==> src/rtl/pllcfg_pkg.sv <==
package pllcfg_pkg;

  localparam int FREQ_W = 20;
  localparam int ENH_W  = 8;
  localparam int R_W    = 6;
  localparam int M_W    = 9;
  localparam int A_W    = 4;

  // positions in serial order (bit i = Bi, first sent is B0)
  localparam int POS_R5    = 0;
  localparam int POS_R4    = 1;
  localparam int POS_M8    = 2;
  localparam int POS_M7    = 3;
  localparam int POS_SPARE = 4;
  localparam int POS_MLO   = 5;   // M6 .. M0
  localparam int POS_RLO   = 12;  // R3 .. R0
  localparam int POS_A     = 16;  // A3 .. A0
  localparam int M_LO_W    = M_W - 2;
  localparam int R_LO_W    = R_W - 2;

  // option bit positions
  localparam int OPT_FP   = 2;
  localparam int OPT_PD   = 3;
  localparam int OPT_LOAD = 4;
  localparam int OPT_MSEL = 5;
  localparam int OPT_FC   = 6;
  localparam int OPT_BYP  = 7;

  // indices of watched serial lines in the control
  localparam int LINE_CLK   = 0;
  localparam int LINE_LATCH = 1;
  localparam int LINE_ENH   = 2;
  localparam int NUM_LINES  = 3;

  typedef struct packed {
    logic dataBit;
    logic shiftFreq;
    logic shiftEnh;
    logic commitFreq;
    logic commitEnh;
  } strobe_t;

endpackage

==> src/rtl/pllcfg_ctrl.sv <==
module pllcfg_ctrl
  import pllcfg_pkg::*;
(
  input  logic    clk,
  input  logic    rstN,
  input  logic    serData,
  input  logic    serClk,
  input  logic    freqLatch,
  input  logic    enhWrite,
  output strobe_t strb
);

  logic [NUM_LINES-1:0] rawLines;
  logic [NUM_LINES-1:0] syncQ;
  logic [NUM_LINES-1:0] prevQ;
  logic [NUM_LINES-1:0] riseSeen;
  logic                 dataQ;

  assign rawLines[LINE_CLK]   = serClk;
  assign rawLines[LINE_LATCH] = freqLatch;
  assign rawLines[LINE_ENH]   = enhWrite;

  // one sample stage and one history stage per watched line
  for (genvar g = 0; g < NUM_LINES; g++) begin : gLine
    always_ff @(posedge clk or negedge rstN) begin
      if (!rstN) begin
        syncQ[g] <= 1'b0;
        prevQ[g] <= 1'b0;
      end else begin
        syncQ[g] <= rawLines[g];
        prevQ[g] <= syncQ[g];
      end
    end
    assign riseSeen[g] = syncQ[g] & ~prevQ[g];
  end

  always_ff @(posedge clk or negedge rstN) begin
    if (!rstN) dataQ <= 1'b0;
    else       dataQ <= serData;
  end

  always_comb begin
    strb.dataBit    = dataQ;
    strb.shiftFreq  = riseSeen[LINE_CLK] & ~syncQ[LINE_ENH];
    strb.shiftEnh   = riseSeen[LINE_CLK] &  syncQ[LINE_ENH];
    strb.commitFreq = riseSeen[LINE_LATCH];
    strb.commitEnh  = prevQ[LINE_ENH] & ~syncQ[LINE_ENH];
  end

endmodule

==> src/rtl/pllcfg_datapath.sv <==
module pllcfg_datapath
  import pllcfg_pkg::*;
#(
  parameter int FW = FREQ_W,
  parameter int EW = ENH_W
) (
  input  logic           clk,
  input  logic           rstN,
  input  strobe_t        strb,
  output logic [FW-1:0]  freqWord,
  output logic [EW-1:0]  enhWord,
  output logic [R_W-1:0] serR,
  output logic [M_W-1:0] serM,
  output logic [A_W-1:0] serA
);

  logic [FW-1:0] freqBuf;
  logic [EW-1:0] enhBuf;
  logic          unusedSpare;

  // shift toward bit 0 so that after a full word bit i holds Bi
  always_ff @(posedge clk or negedge rstN) begin
    if (!rstN) begin
      freqBuf <= '0;
    end else if (strb.shiftFreq) begin
      freqBuf <= {strb.dataBit, freqBuf[FW-1:1]};
    end
  end

  always_ff @(posedge clk or negedge rstN) begin
    if (!rstN) begin
      enhBuf <= '0;
    end else if (strb.shiftEnh) begin
      enhBuf <= {strb.dataBit, enhBuf[EW-1:1]};
    end
  end

  // commits copy the buffer contents from before any same-cycle shift
  always_ff @(posedge clk or negedge rstN) begin
    if (!rstN) begin
      freqWord <= '0;
    end else if (strb.commitFreq) begin
      freqWord <= freqBuf;
    end
  end

  always_ff @(posedge clk or negedge rstN) begin
    if (!rstN) begin
      enhWord <= '0;
    end else if (strb.commitEnh) begin
      enhWord <= enhBuf;
    end
  end

  // field unpacking
  assign serR[R_W-1] = freqWord[POS_R5];
  assign serR[R_W-2] = freqWord[POS_R4];
  assign serM[M_W-1] = freqWord[POS_M8];
  assign serM[M_W-2] = freqWord[POS_M7];
  assign unusedSpare = freqWord[POS_SPARE];

  for (genvar k = 0; k < M_LO_W; k++) begin : gMlo
    assign serM[M_LO_W-1-k] = freqWord[POS_MLO+k];
  end

  for (genvar k = 0; k < R_LO_W; k++) begin : gRlo
    assign serR[R_LO_W-1-k] = freqWord[POS_RLO+k];
  end

  for (genvar k = 0; k < A_W; k++) begin : gA
    assign serA[A_W-1-k] = freqWord[POS_A+k];
  end

endmodule

==> src/rtl/pllcfg_outsel.sv <==
module pllcfg_outsel
  import pllcfg_pkg::*;
(
  input  logic [R_W-1:0]   serR,
  input  logic [M_W-1:0]   serM,
  input  logic [A_W-1:0]   serA,
  input  logic [R_W-1:0]   pinR,
  input  logic [M_W-1:0]   pinM,
  input  logic [A_W-1:0]   pinA,
  input  logic             directMode,
  input  logic             enhEnN,
  input  logic [ENH_W-1:0] enhWord,
  input  logic             fpIn,
  input  logic             mselIn,
  input  logic             fcIn,
  output logic [R_W-1:0]   divR,
  output logic [M_W-1:0]   divM,
  output logic [A_W-1:0]   divA,
  output logic [ENH_W-1:0] enhBits,
  output logic             dout
);

  logic [2:0] srcSel;

  always_comb begin
    if (directMode) begin
      divR = pinR;
      divM = pinM;
      divA = pinA;
    end else begin
      divR = serR;
      divM = serM;
      divA = serA;
    end
  end

  always_comb begin
    if (enhEnN) begin
      enhBits = '0;
    end else begin
      enhBits          = enhWord;
      enhBits[OPT_BYP] = enhWord[OPT_BYP] & ~directMode;
    end
  end

  assign srcSel = {enhBits[OPT_FC], enhBits[OPT_MSEL], enhBits[OPT_FP]};

  always_comb begin
    case (srcSel)
      3'b001:  dout = fpIn;
      3'b010:  dout = mselIn;
      3'b100:  dout = fcIn;
      default: dout = 1'b0;
    endcase
  end

endmodule

==> src/rtl/pllcfg_loader.sv <==
module pllcfg_loader
  import pllcfg_pkg::*;
(
  input  logic             clk,
  input  logic             rstN,
  input  logic             serData,
  input  logic             serClk,
  input  logic             freqLatch,
  input  logic             enhWrite,
  input  logic             directMode,
  input  logic [R_W-1:0]   pinR,
  input  logic [M_W-1:0]   pinM,
  input  logic [A_W-1:0]   pinA,
  input  logic             enhEnN,
  input  logic             fpIn,
  input  logic             mselIn,
  input  logic             fcIn,
  output logic [R_W-1:0]   divR,
  output logic [M_W-1:0]   divM,
  output logic [A_W-1:0]   divA,
  output logic [ENH_W-1:0] enhBits,
  output logic             dout
);

  strobe_t           strb;
  logic [FREQ_W-1:0] freqWord;
  logic [ENH_W-1:0]  enhWord;
  logic [R_W-1:0]    serR;
  logic [M_W-1:0]    serM;
  logic [A_W-1:0]    serA;

  pllcfg_ctrl uCtrl (
    .clk       (clk),
    .rstN      (rstN),
    .serData   (serData),
    .serClk    (serClk),
    .freqLatch (freqLatch),
    .enhWrite  (enhWrite),
    .strb      (strb)
  );

  pllcfg_datapath #(.FW(FREQ_W), .EW(ENH_W)) uDp (
    .clk      (clk),
    .rstN     (rstN),
    .strb     (strb),
    .freqWord (freqWord),
    .enhWord  (enhWord),
    .serR     (serR),
    .serM     (serM),
    .serA     (serA)
  );

  pllcfg_outsel uOut (
    .serR       (serR),
    .serM       (serM),
    .serA       (serA),
    .pinR       (pinR),
    .pinM       (pinM),
    .pinA       (pinA),
    .directMode (directMode),
    .enhEnN     (enhEnN),
    .enhWord    (enhWord),
    .fpIn       (fpIn),
    .mselIn     (mselIn),
    .fcIn       (fcIn),
    .divR       (divR),
    .divM       (divM),
    .divA       (divA),
    .enhBits    (enhBits),
    .dout       (dout)
  );

endmodule

==> config.mk <==
export PLATFORM = sky130hd
export DESIGN_NAME = pllcfg_loader
export DESIGN_NICKNAME = d
export VERILOG_FILES = /design/src/rtl/pllcfg_pkg.sv /design/src/rtl/pllcfg_ctrl.sv /design/src/rtl/pllcfg_datapath.sv /design/src/rtl/pllcfg_outsel.sv /design/src/rtl/pllcfg_loader.sv
export SDC_FILE = /design/constraint.sdc
export NUM_CORES = 1
export LEC_CHECK = 0
export ABC_AREA = 1
export BUFFER_PORTS_ARGS = -buffer_cell sky130_fd_sc_hd__clkbuf_2
export CAP_MARGIN = 0
export CORE_MARGIN = 2
export CORE_UTILIZATION = 55
export DETAILED_ROUTE_END_ITERATION = 7
export PLACE_DENSITY_LB_ADDON = 0.3
export SKIP_CTS_REPAIR_TIMING = 1
export SLEW_MARGIN = 15
export SYNTH_ARGS = -nofsm -noshare
export SYNTH_HDL_FRONTEND = slang
export SYNTH_HIERARCHICAL = 1
export SYNTH_SLANG_ARGS = --single-unit
==> constraint.sdc <==
create_clock -name clk -period 1.65 [get_ports clk]
set_clock_uncertainty 0.2 [all_clocks]
set_input_delay 0.165 -clock clk [delete_from_list [all_inputs] [get_ports clk]]
set_output_delay 0.165 -clock clk [all_outputs]
set_load 0.1 [all_outputs]
==> results of run 1 <==
[layer usage]
layer	vias to the layer above	track usage (%)
met4	0	7.64
met2	76	31.3
met5	-	0
met1	987	22.1
li1	1042	-
met3	6	7.23
[stage by stage]
| stage | area (µm²) | setup WS, ns | utilization (%) |
|---|---|---|---|
| 4_1_cts | 3680 | -0.0791 | 72.5 |
| 5_1_grt | 3750 | -0.179 | 73.8 |
| 3_3_place_gp | 3510 | 0.258 | 69.1 |
| 6_report | 3750 | -0.0606 | 73.8 |
| 2_1_floorplan | 2910 | -0.241 | - |
| 3_5_place_dp | 3510 | 0.204 | 69.1 |
[registers in the layout, summed over array words and instances, names as in the netlist]
register and count:
uDp/enhBuf 8, uDp/enhWord 8, uCtrl/syncQ 3, uCtrl/prevQ 3, uDp/freqBuf 20, uDp/freqWord 19, uCtrl/dataQ 1
[power by group through the flow]
stage          sequential, W  clock (W)  combinational [W]
5_1_grt              0.00187    0.00128            0.00143
3_5_place_dp         0.00187          0            0.00134
6_report             0.00184    0.00117            0.00136
4_1_cts              0.00184    0.00119            0.00134
3_3_place_gp         0.00186          0            0.00132
2_1_floorplan        0.00183          0           0.000962
[critical path, cell delays in order, from the launching register on]
cell	delay, ns
dfrtp_1	0.38
nand2_1	0.14
clkinvlp_4	0.13
nand4_1	0.11
nand2_2	0.08
buf_12	0.16
[final cells by class]
type	count	area, µm²	area share [%]
flip-flops and latches	62	1550	41.4
clock inverters	1	5.00	0.134
well taps	70	87.6	2.34
multi-input cells	207	1030	27.5
repair buffers	69	833	22.2
clock buffers	13	169	4.51
inverters	18	71.3	1.90
[final timing paths]
check	slack (ns)	end	cells after the start	from
max	-0.06	dout	5	uDp/enhWord[6]
min	0.17	uDp/enhWord[4]	3	rstN
max reg2reg	0.31	uDp/enhBuf[2]	5	uCtrl/syncQ[2]
min reg2reg	0.17	uCtrl/prevQ[1]	0	uCtrl/syncQ[1]
max in group asynchronous	0.82	uDp/freqBuf[11]	3	rstN
min in group clk	0.17	uCtrl/prevQ[1]	0	uCtrl/syncQ[1]
==> results.sh, run 1 <==
export IMPL_die_w_um=76.4
export IMPL_syn_area_per_cell_um2=9.03
export IMPL_postSynthNetCount=349
export IMPL_clock_sinks=62
export IMPL_p_leak_nw=2.06
export IMPL_endpoint_kind="output port"
export IMPL_seqPwrFrac_pct=42.1
export IMPL_finalSetupViolCount=1
export IMPL_grt_pass1_vias=1965
export IMPL_clk_pin_slew_ns=0.06
export IMPL_cts_tree="done"
export IMPL_die_area_mm2=0.00583
export IMPL_numCtsBuffers=9
export IMPL_cp_max_fo=2
export IMPL_numPlacedInstances=419
export IMPL_ir_worst_vdd_uv=900
export IMPL_min_period_over_period_pct=104
export IMPL_place_congestion=0.722
export IMPL_clock_latency_ns=0.33
export IMPL_powerDensity_mw_per_mm2=1170
export IMPL_arrival_ns=1.35
export IMPL_switching_share_pct=34.5
export IMPL_grt_max_degree=63
export IMPL_yosysWarnings=6
export IMPL_cts_root_buf="clkbuf_8"
export IMPL_cap_viol_max_count=0
export IMPL_first_pass_iters=4
export IMPL_p_sw_w=0.00151
export IMPL_wire_per_inst_um=12.0
export IMPL_hold_ws_ns=0.169
export IMPL_status="finished with violations"
export IMPL_wl_met3_um=315
export IMPL_setup_slack_ns=-0.0606
export IMPL_cts_max_level=3
export IMPL_num_fill_cells=360
export IMPL_start_util_pct=56.8
export IMPL_internal_power_w=0.00286
export IMPL_power_frac_clock_pct=26.7
export IMPL_layout_common_cells="nand2_1 (172), dfrtp_1 (62), buf_12 (30)"
export IMPL_drtAntennaViolNets=0
export IMPL_port_buffer_count=57
export IMPL_worst_pin_slew_ns=0.348
export IMPL_final_cells=440
export IMPL_hold_viol=0
export IMPL_drive_above_1_share_pct=30.8
export IMPL_violations="negative setup slack"
export IMPL_worstSetupStartpointType="flip-flop"
export IMPL_syn_area_mm2=0.00288
export IMPL_nNetsFinal=397
export IMPL_rows=26
export IMPL_hp_class="input port to async pin"
export IMPL_dr_wl_met2_um=2720
export IMPL_viasPerCell=4.80
export IMPL_slew_headroom_pct=76.7
export IMPL_top_layer="met4"
export IMPL_drtIter0Drc=110
export IMPL_worstSetupPathType="flip-flop to output port"
export IMPL_antenna_cells=0
export IMPL_dieHeight_um=76.4
export IMPL_grt_use_total_pct=18.9
export IMPL_fin_setup_tns_ns=-0.0606
export IMPL_drt_met1_wl_um=2170
export IMPL_syn_instance_count=319
export IMPL_drv_slew=0
export IMPL_routed_wl_um=5260
export IMPL_rsz0062_at_grt="yes"
export IMPL_grt_first_pass_wirelength_um=8660
export IMPL_pwr_share_comb_pct=31.1
export IMPL_io_pins=58
export IMPL_antenna_found_initial=0
export IMPL_core_mm2=0.00507
export IMPL_period_needed_ns=1.71
export IMPL_fmax_ghz=0.585
export IMPL_total_power_w=0.00437
export IMPL_mostFrequentLayoutCell="nand2_1"
export IMPL_dp_hpwl_um=3680
export IMPL_drc_errors=0
export IMPL_syn_to_final_growth_pct=30.1
export IMPL_vias=2111
export IMPL_clock_path_buffers=2
export IMPL_grt_overflow=0
export IMPL_critPathRequiredTime_ns=1.28
Note: power is estimated with default switching activity, not from simulation.
==> run 2: changes to the inputs <==
==> constraint.sdc (replaced) <==
create_clock -name clk -period 1.65 [get_ports clk]
set_clock_uncertainty 0.2 [all_clocks]
set_input_delay 0.165 -clock clk [delete_from_list [all_inputs] [get_ports clk]]
set_output_delay 0.165 -clock clk [all_outputs]
set_load 0.005 [all_outputs]
==> run 2 against run 1 <==
  * Largest power group unchanged
  * Largest cell class unchanged
  * Routed wire length shrank 11%
  * Worst hold slack better by 0.0070 ns
  * The flow now finishes without violations
  * Total power down 18%
  * Fmax grew 8.9%
  * First-iteration DRC count is 3.6% higher
==> results.sh, run 2 (synthesis results as in run 1) <==
export IMPL_status="complete, no violations"
export IMPL_p_leak_nw=1.94
export IMPL_worstSetupPathType="flip-flop to output port"
export IMPL_rsz0062_at_grt="yes"
export IMPL_final_util_pct=65.0
export IMPL_rows=26
export IMPL_syn_to_final_growth_pct=14.5
export IMPL_core_mm2=0.00507
export IMPL_grt_pass1_vias=1874
export IMPL_slew_headroom_pct=78.2
export IMPL_cpMostUsedCell="nand2_1"
export IMPL_arrival_ns=1.21
export IMPL_mostFrequentLayoutCell="nand2_1"
export IMPL_layout_common_cells="nand2_1 (173), dfrtp_1 (62), clkbuf_2 (57)"
export IMPL_largest_reg_flops=20
export IMPL_cts_tree="done"
export IMPL_antenna_found_initial=0
export IMPL_dp_slack_ns=0.325
export IMPL_cp_max_fo=4
export IMPL_clock_latency_ns=0.33
export IMPL_drtAntennaViolNets=0
export IMPL_drtIter0Drc=114
export IMPL_worst_pin_slew_ns=0.326
export IMPL_finalSetupViolCount=0
export IMPL_start_util_pct=56.8
export IMPL_period_needed_ns=1.57
export IMPL_design_area_mm2=0.00330
export IMPL_regMostFlops="uDp/freqBuf"
export IMPL_hold_viol=0
export IMPL_register_area_mm2=0.00155
export IMPL_drv_slew=0
export IMPL_grt_max_degree=63
export IMPL_powerDensity_mw_per_mm2=1090
export IMPL_path_cells="inv_1 > nor2_2 > nand2_1 > nand2_1 > nand2_1 > nand2_1 > clkbuf_2"
export IMPL_cts_max_level=3
export IMPL_drive_above_1_share_pct=28.2
export IMPL_viasPerCell=4.53
export IMPL_port_buffer_count=57
export IMPL_total_power_w=0.00361
export IMPL_drc_errors=0
export IMPL_setup_slack_ns=0.0797
export IMPL_cts_root_buf="clkbuf_8"
export IMPL_place_congestion=0.762
export IMPL_cp_slowest_cell="dfrtp_1"
export IMPL_fin_setup_tns_ns=0
export IMPL_wire_per_inst_um=10.7
export IMPL_placed_cell_area_mm2=0.00305
export IMPL_reg2regPathDepth=6
export IMPL_die_area_mm2=0.00583
export IMPL_clock_sinks=62
export IMPL_grt_use_total_pct=17.7
export IMPL_nNetsFinal=395
export IMPL_routed_wl_um=4680
export IMPL_ir_worst_vdd_uv=739
export IMPL_vias=1990
export IMPL_grt_first_pass_wirelength_um=8090
export IMPL_endpoint_kind="output port"
export IMPL_die_w_um=76.4
export IMPL_io_pins=58
export IMPL_fmax_ghz=0.637
export IMPL_slowest_delay_ns=0.40
export IMPL_clock_path_buffers=2
export IMPL_numCtsBuffers=9
export IMPL_antenna_cells=0
export IMPL_worstSetupStartpointType="flip-flop"
export IMPL_hp_class="input port to async pin"
export IMPL_dieHeight_um=76.4
export IMPL_min_period_over_period_pct=95.2
export IMPL_reg_top3="uDp/freqBuf: 20 flops, uDp/freqWord: 19 flops"
export IMPL_multi_input_area_mm2=0.00100
export IMPL_cap_viol_max_count=0
export IMPL_clk_pin_slew_ns=0.06
export IMPL_num_fill_cells=430
export IMPL_grt_overflow=0
export IMPL_first_pass_iters=4
export IMPL_dp_hpwl_um=3290
export IMPL_critPathRequiredTime_ns=1.28
## run 2: worst paths after layout
check / end / slack, ns / from
max in group asynchronous: uCtrl/syncQ[1] / 0.81 / rstN
max reg2reg: uDp/freqBuf[12] / 0.31 / uCtrl/prevQ[0]
min in group clk: uCtrl/prevQ[1] / 0.18 / uCtrl/syncQ[1]
max: dout / 0.08 / uDp/enhWord[2]
min: uDp/freqWord[12] / 0.18 / rstN
min reg2reg: uCtrl/prevQ[1] / 0.18 / uCtrl/syncQ[1]
## run 2: cell type report
| cell class | instances | share of cell area, % |
|---|---|---|
| repair buffers | 67 | 12.1 |
| inverters | 18 | 2.05 |
| flip-flops and latches | 62 | 47.1 |
| clock inverters | 4 | 1.44 |
| well taps | 70 | 2.66 |
| clock buffers | 11 | 4.29 |
| multi-input cells | 207 | 30.4 |
## run 2: per-stage QoR
stage               hold WS [ns]  cells
floorplan                 -0.331    319
global placement        -0.00144    419
detailed placement      0.000350    419
CTS                       -0.352    434
global route               0.188    439
finish                     0.176    439
## run 2: power by group
group | switching [W] | internal [W] | leakage (nW)
combinational | 0.000251 | 0.000253 | 1.02
sequential | 0.000127 | 0.00171 | 0.829
clock | 0.000542 | 0.000725 | 0.0952
total | 0.000921 | 0.00269 | 1.94
## run 2: routing by layer
layer | routed length [µm] | global-route usage (%) | part of all wire, %
met1 | 2200 | 22.0 | 47
met2 | 2140 | 28.7 | 46
met4 | 96 | 9.82 | 2.1
met3 | 248 | 3.91 | 5.3
met5 | 0 | 0 | 0
## run 2: critical path: cells and delay by family (launching register included)
family | cells | cell delay, ns
buffers and inverters | 2 | 0.17
flip-flops | 1 | 0.40
AND/OR/NAND/NOR | 5 | 0.31
==> run 3: changes to the inputs <==
--- a/config.mk
+++ b/config.mk
@@ -9,12 +9,11 @@
 export BUFFER_PORTS_ARGS = -buffer_cell sky130_fd_sc_hd__clkbuf_2
 export CAP_MARGIN = 0
 export CORE_MARGIN = 2
-export CORE_UTILIZATION = 55
+export CORE_UTILIZATION = 40
 export DETAILED_ROUTE_END_ITERATION = 7
 export PLACE_DENSITY_LB_ADDON = 0.3
 export SKIP_CTS_REPAIR_TIMING = 1
 export SLEW_MARGIN = 15
 export SYNTH_ARGS = -nofsm -noshare
 export SYNTH_HDL_FRONTEND = slang
-export SYNTH_HIERARCHICAL = 1
 export SYNTH_SLANG_ARGS = --single-unit
==> run 3 against run 2 <==
  * Combinational power grew 20%
  * Count of clock-buffer cells in the layout rose by 2
  * Cell area is 3.1% lower
  * Non-clock buffer count increased by 2
  * Largest power group unchanged
  * Setup slack improved by 0.024 ns
  * Total power increased by 0.73%
  * Final cell count decreased by 5.9%
  * Critical path type unchanged
  * Sequential power about the same
==> results.sh, run 3 <==
export IMPL_final_util_pct=50.6
export IMPL_register_area_mm2=0.00155
export IMPL_port_buffer_count=57
export IMPL_syn_instance_count=266
export IMPL_placed_cell_area_mm2=0.00293
export IMPL_critPathRequiredTime_ns=1.28
export IMPL_hold_viol=0
export IMPL_cts_root_buf="clkbuf_8"
export IMPL_wire_per_inst_um=10.8
export IMPL_grt_first_pass_wirelength_um=7660
export IMPL_antenna_found_initial=0
export IMPL_fin_setup_tns_ns=0
export IMPL_synth_compound_area_share_pct=10.9
export IMPL_reg_top3="uDp.freqBuf: 20 flops, uDp.freqWord: 19 flops"
export IMPL_cap_viol_max_count=0
export IMPL_hp_class="input port to async pin"
export IMPL_yosys_area_share_simple_pct=12.0
export IMPL_numCtsBuffers=9
export IMPL_start_util_pct=40.9
export IMPL_synth_flop_cell="dfrtp_1"
export IMPL_ys_ff_latch=62
export IMPL_status="complete, no violations"
export IMPL_syn_area_mm2=0.00258
export IMPL_worstSetupStartpointType="flip-flop"
export IMPL_antenna_cells=0
export IMPL_clock_path_buffers=2
export IMPL_synth_xor_area_share_pct=0
export IMPL_io_pins=58
export IMPL_drtIter0Drc=68
export IMPL_yosys_area_top_type="dfrtp_1"
export IMPL_worstSetupPathType="flip-flop to output port"
export IMPL_fmax_ghz=0.647
export IMPL_total_power_w=0.00363
export IMPL_vias=1870
export IMPL_p_leak_nw=1.60
export IMPL_synth_most_common_cell="dfrtp_1"
export IMPL_drc_errors=0
export IMPL_cp_max_fo=4
export IMPL_clk_pin_slew_ns=0.06
export IMPL_die_w_um=84.4
export IMPL_drv_slew=0
export IMPL_rsz0062_at_grt="yes"
export IMPL_cts_max_level=3
export IMPL_yosysTopAreaCellShare_pct=60.1
export IMPL_synth_top_family_by_area="simple AND/OR/NAND/NOR gates"
export IMPL_postSynthNetCount=296
export IMPL_endpoint_kind="output port"
export IMPL_final_cells=413
export IMPL_syn_to_final_growth_pct=23.6
export IMPL_dieHeight_um=84.4
export IMPL_clock_latency_ns=0.32
export IMPL_grt_max_degree=63
export IMPL_largest_reg_flops=20
export IMPL_viasPerCell=4.53
export IMPL_grt_overflow=0
export IMPL_powerDensity_mw_per_mm2=1140
export IMPL_drive_above_1_share_pct=30.7
export IMPL_cts_tree="done"
export IMPL_worst_pin_slew_ns=0.545
export IMPL_core_mm2=0.00631
export IMPL_drtAntennaViolNets=0
export IMPL_arrival_ns=1.18
export IMPL_yosysWarnings=0
export IMPL_die_area_mm2=0.00711
export IMPL_period_needed_ns=1.55
export IMPL_synth_area_top_cells="dfrtp_1 (60%), nand2_1 (8.9%), mux2_2 (7.8%)"
export IMPL_dp_hpwl_um=2970
export IMPL_synthAdderAreaFrac_pct=0
export IMPL_numPlacedInstances=391
export IMPL_synth_common_cells="dfrtp_1 (62), nand2_1 (61), inv_1 (39)"
export IMPL_first_pass_iters=4
export IMPL_finalSetupViolCount=0
export IMPL_clock_sinks=62
export IMPL_rows=29
export IMPL_num_fill_cells=595
export IMPL_place_congestion=0.665
export IMPL_synth_distinct_cells=17
export IMPL_grt_pass1_vias=1653
export IMPL_synth_edf_count=0
export IMPL_layout_common_cells="dfrtp_1 (62), nand2_1 (61), clkbuf_2 (56)"
export IMPL_design_area_mm2=0.00319
export IMPL_routed_wl_um=4460
export IMPL_nNetsFinal=363
export IMPL_slew_headroom_pct=63.7
export IMPL_ir_worst_vdd_uv=638
export IMPL_regMostFlops="uDp.freqBuf"
export IMPL_syn_area_per_cell_um2=9.71
export IMPL_grt_use_total_pct=13.8
export IMPL_multi_input_area_um2=808
export IMPL_yosysSeqAreaShare_pct=60.1
export IMPL_muxShareOfSynthArea_pct=7.85
export IMPL_async_reset_ff_share_pct=100
export IMPL_min_period_over_period_pct=93.7
export IMPL_mostFrequentLayoutCell="dfrtp_1"
## run 3: changes by cell type in the layout (fill, tap and decap cells not counted), sizes merged, moves of 2 or more
cell,previous run,this run
nand2,174,62
o21ai,0,53
inv,18,40
a21oi,0,3
buf,5,8
nand3,0,2
nor2,13,11
## run 3: area by class of cell
| class | count | area share [%] |
|---|---|---|
| timing repair buffer | 69 | 12.9 |
| tap | 77 | 3.02 |
| clock inverter | 1 | 0.157 |
| sequential | 62 | 48.6 |
| clock buffer | 13 | 5.29 |
| inverter | 40 | 4.70 |
| multi-input combinational | 151 | 25.3 |
## run 3: cell families after synthesis
family,count (synthesis)
buffers and inverters,53
and+or+nand+nor,77
DFF,62
muxes,18
AOI/OAI and AO/OA,56
## run 3: through the flow
| step | setup WS, ns | hold slack [ns] |
|---|---|---|
| global placement | 0.180 | 0.00556 |
| CTS | 0.0405 | -0.359 |
| floorplan | 0.497 | -0.331 |
| finish | 0.103 | 0.171 |
| detailed placement | 0.164 | 0.00378 |
| global route | -0.0508 | 0.203 |
## run 3: where the power goes
group	internal, W	leakage [nW]	switching, W	total [W]
logic	0.000294	0.689	0.000312	0.000606
clock network	0.000649	0.0914	0.000508	0.00116
registers	0.00175	0.816	0.000121	0.00187
total	0.00269	1.60	0.000941	0.00363
## run 3: metal layers
| layer | share of wire (%) | vias up | global-route usage, % |
|---|---|---|---|
| met5 | 0 | - | 0 |
| met1 | 49 | 847 | 18.7 |
| met4 | 2.5 | 0 | 7.79 |
| met3 | 4.6 | 9 | 3.34 |
| li1 | - | 969 | - |
| met2 | 44 | 45 | 20.3 |
## run 3: final timing paths
path / start / endpoint / slack [ns] / cells after the start
worst max-delay path: uDp.enhWord[2] / dout / 0.10 / 5
worst min-delay path: rstN / uDp.enhWord[0] / 0.17 / 3
worst max register to register: uCtrl.syncQ[2] / uDp.freqBuf[3] / 0.29 / 5
worst min register to register: uCtrl.syncQ[1] / uCtrl.prevQ[1] / 0.18 / 0
max in group asynchronous: rstN / uDp.freqBuf[14] / 0.80 / 3
min in group clk: uCtrl.syncQ[1] / uCtrl.prevQ[1] / 0.18 / 0
## run 3: worst max-delay path: stages (launching register included)
cell and delay, ns:
dfrtp_1 0.41, buf_4 0.14, nand2_1 0.06, nand4_1 0.08, nand2_1 0.07, clkbuf_2 0.10
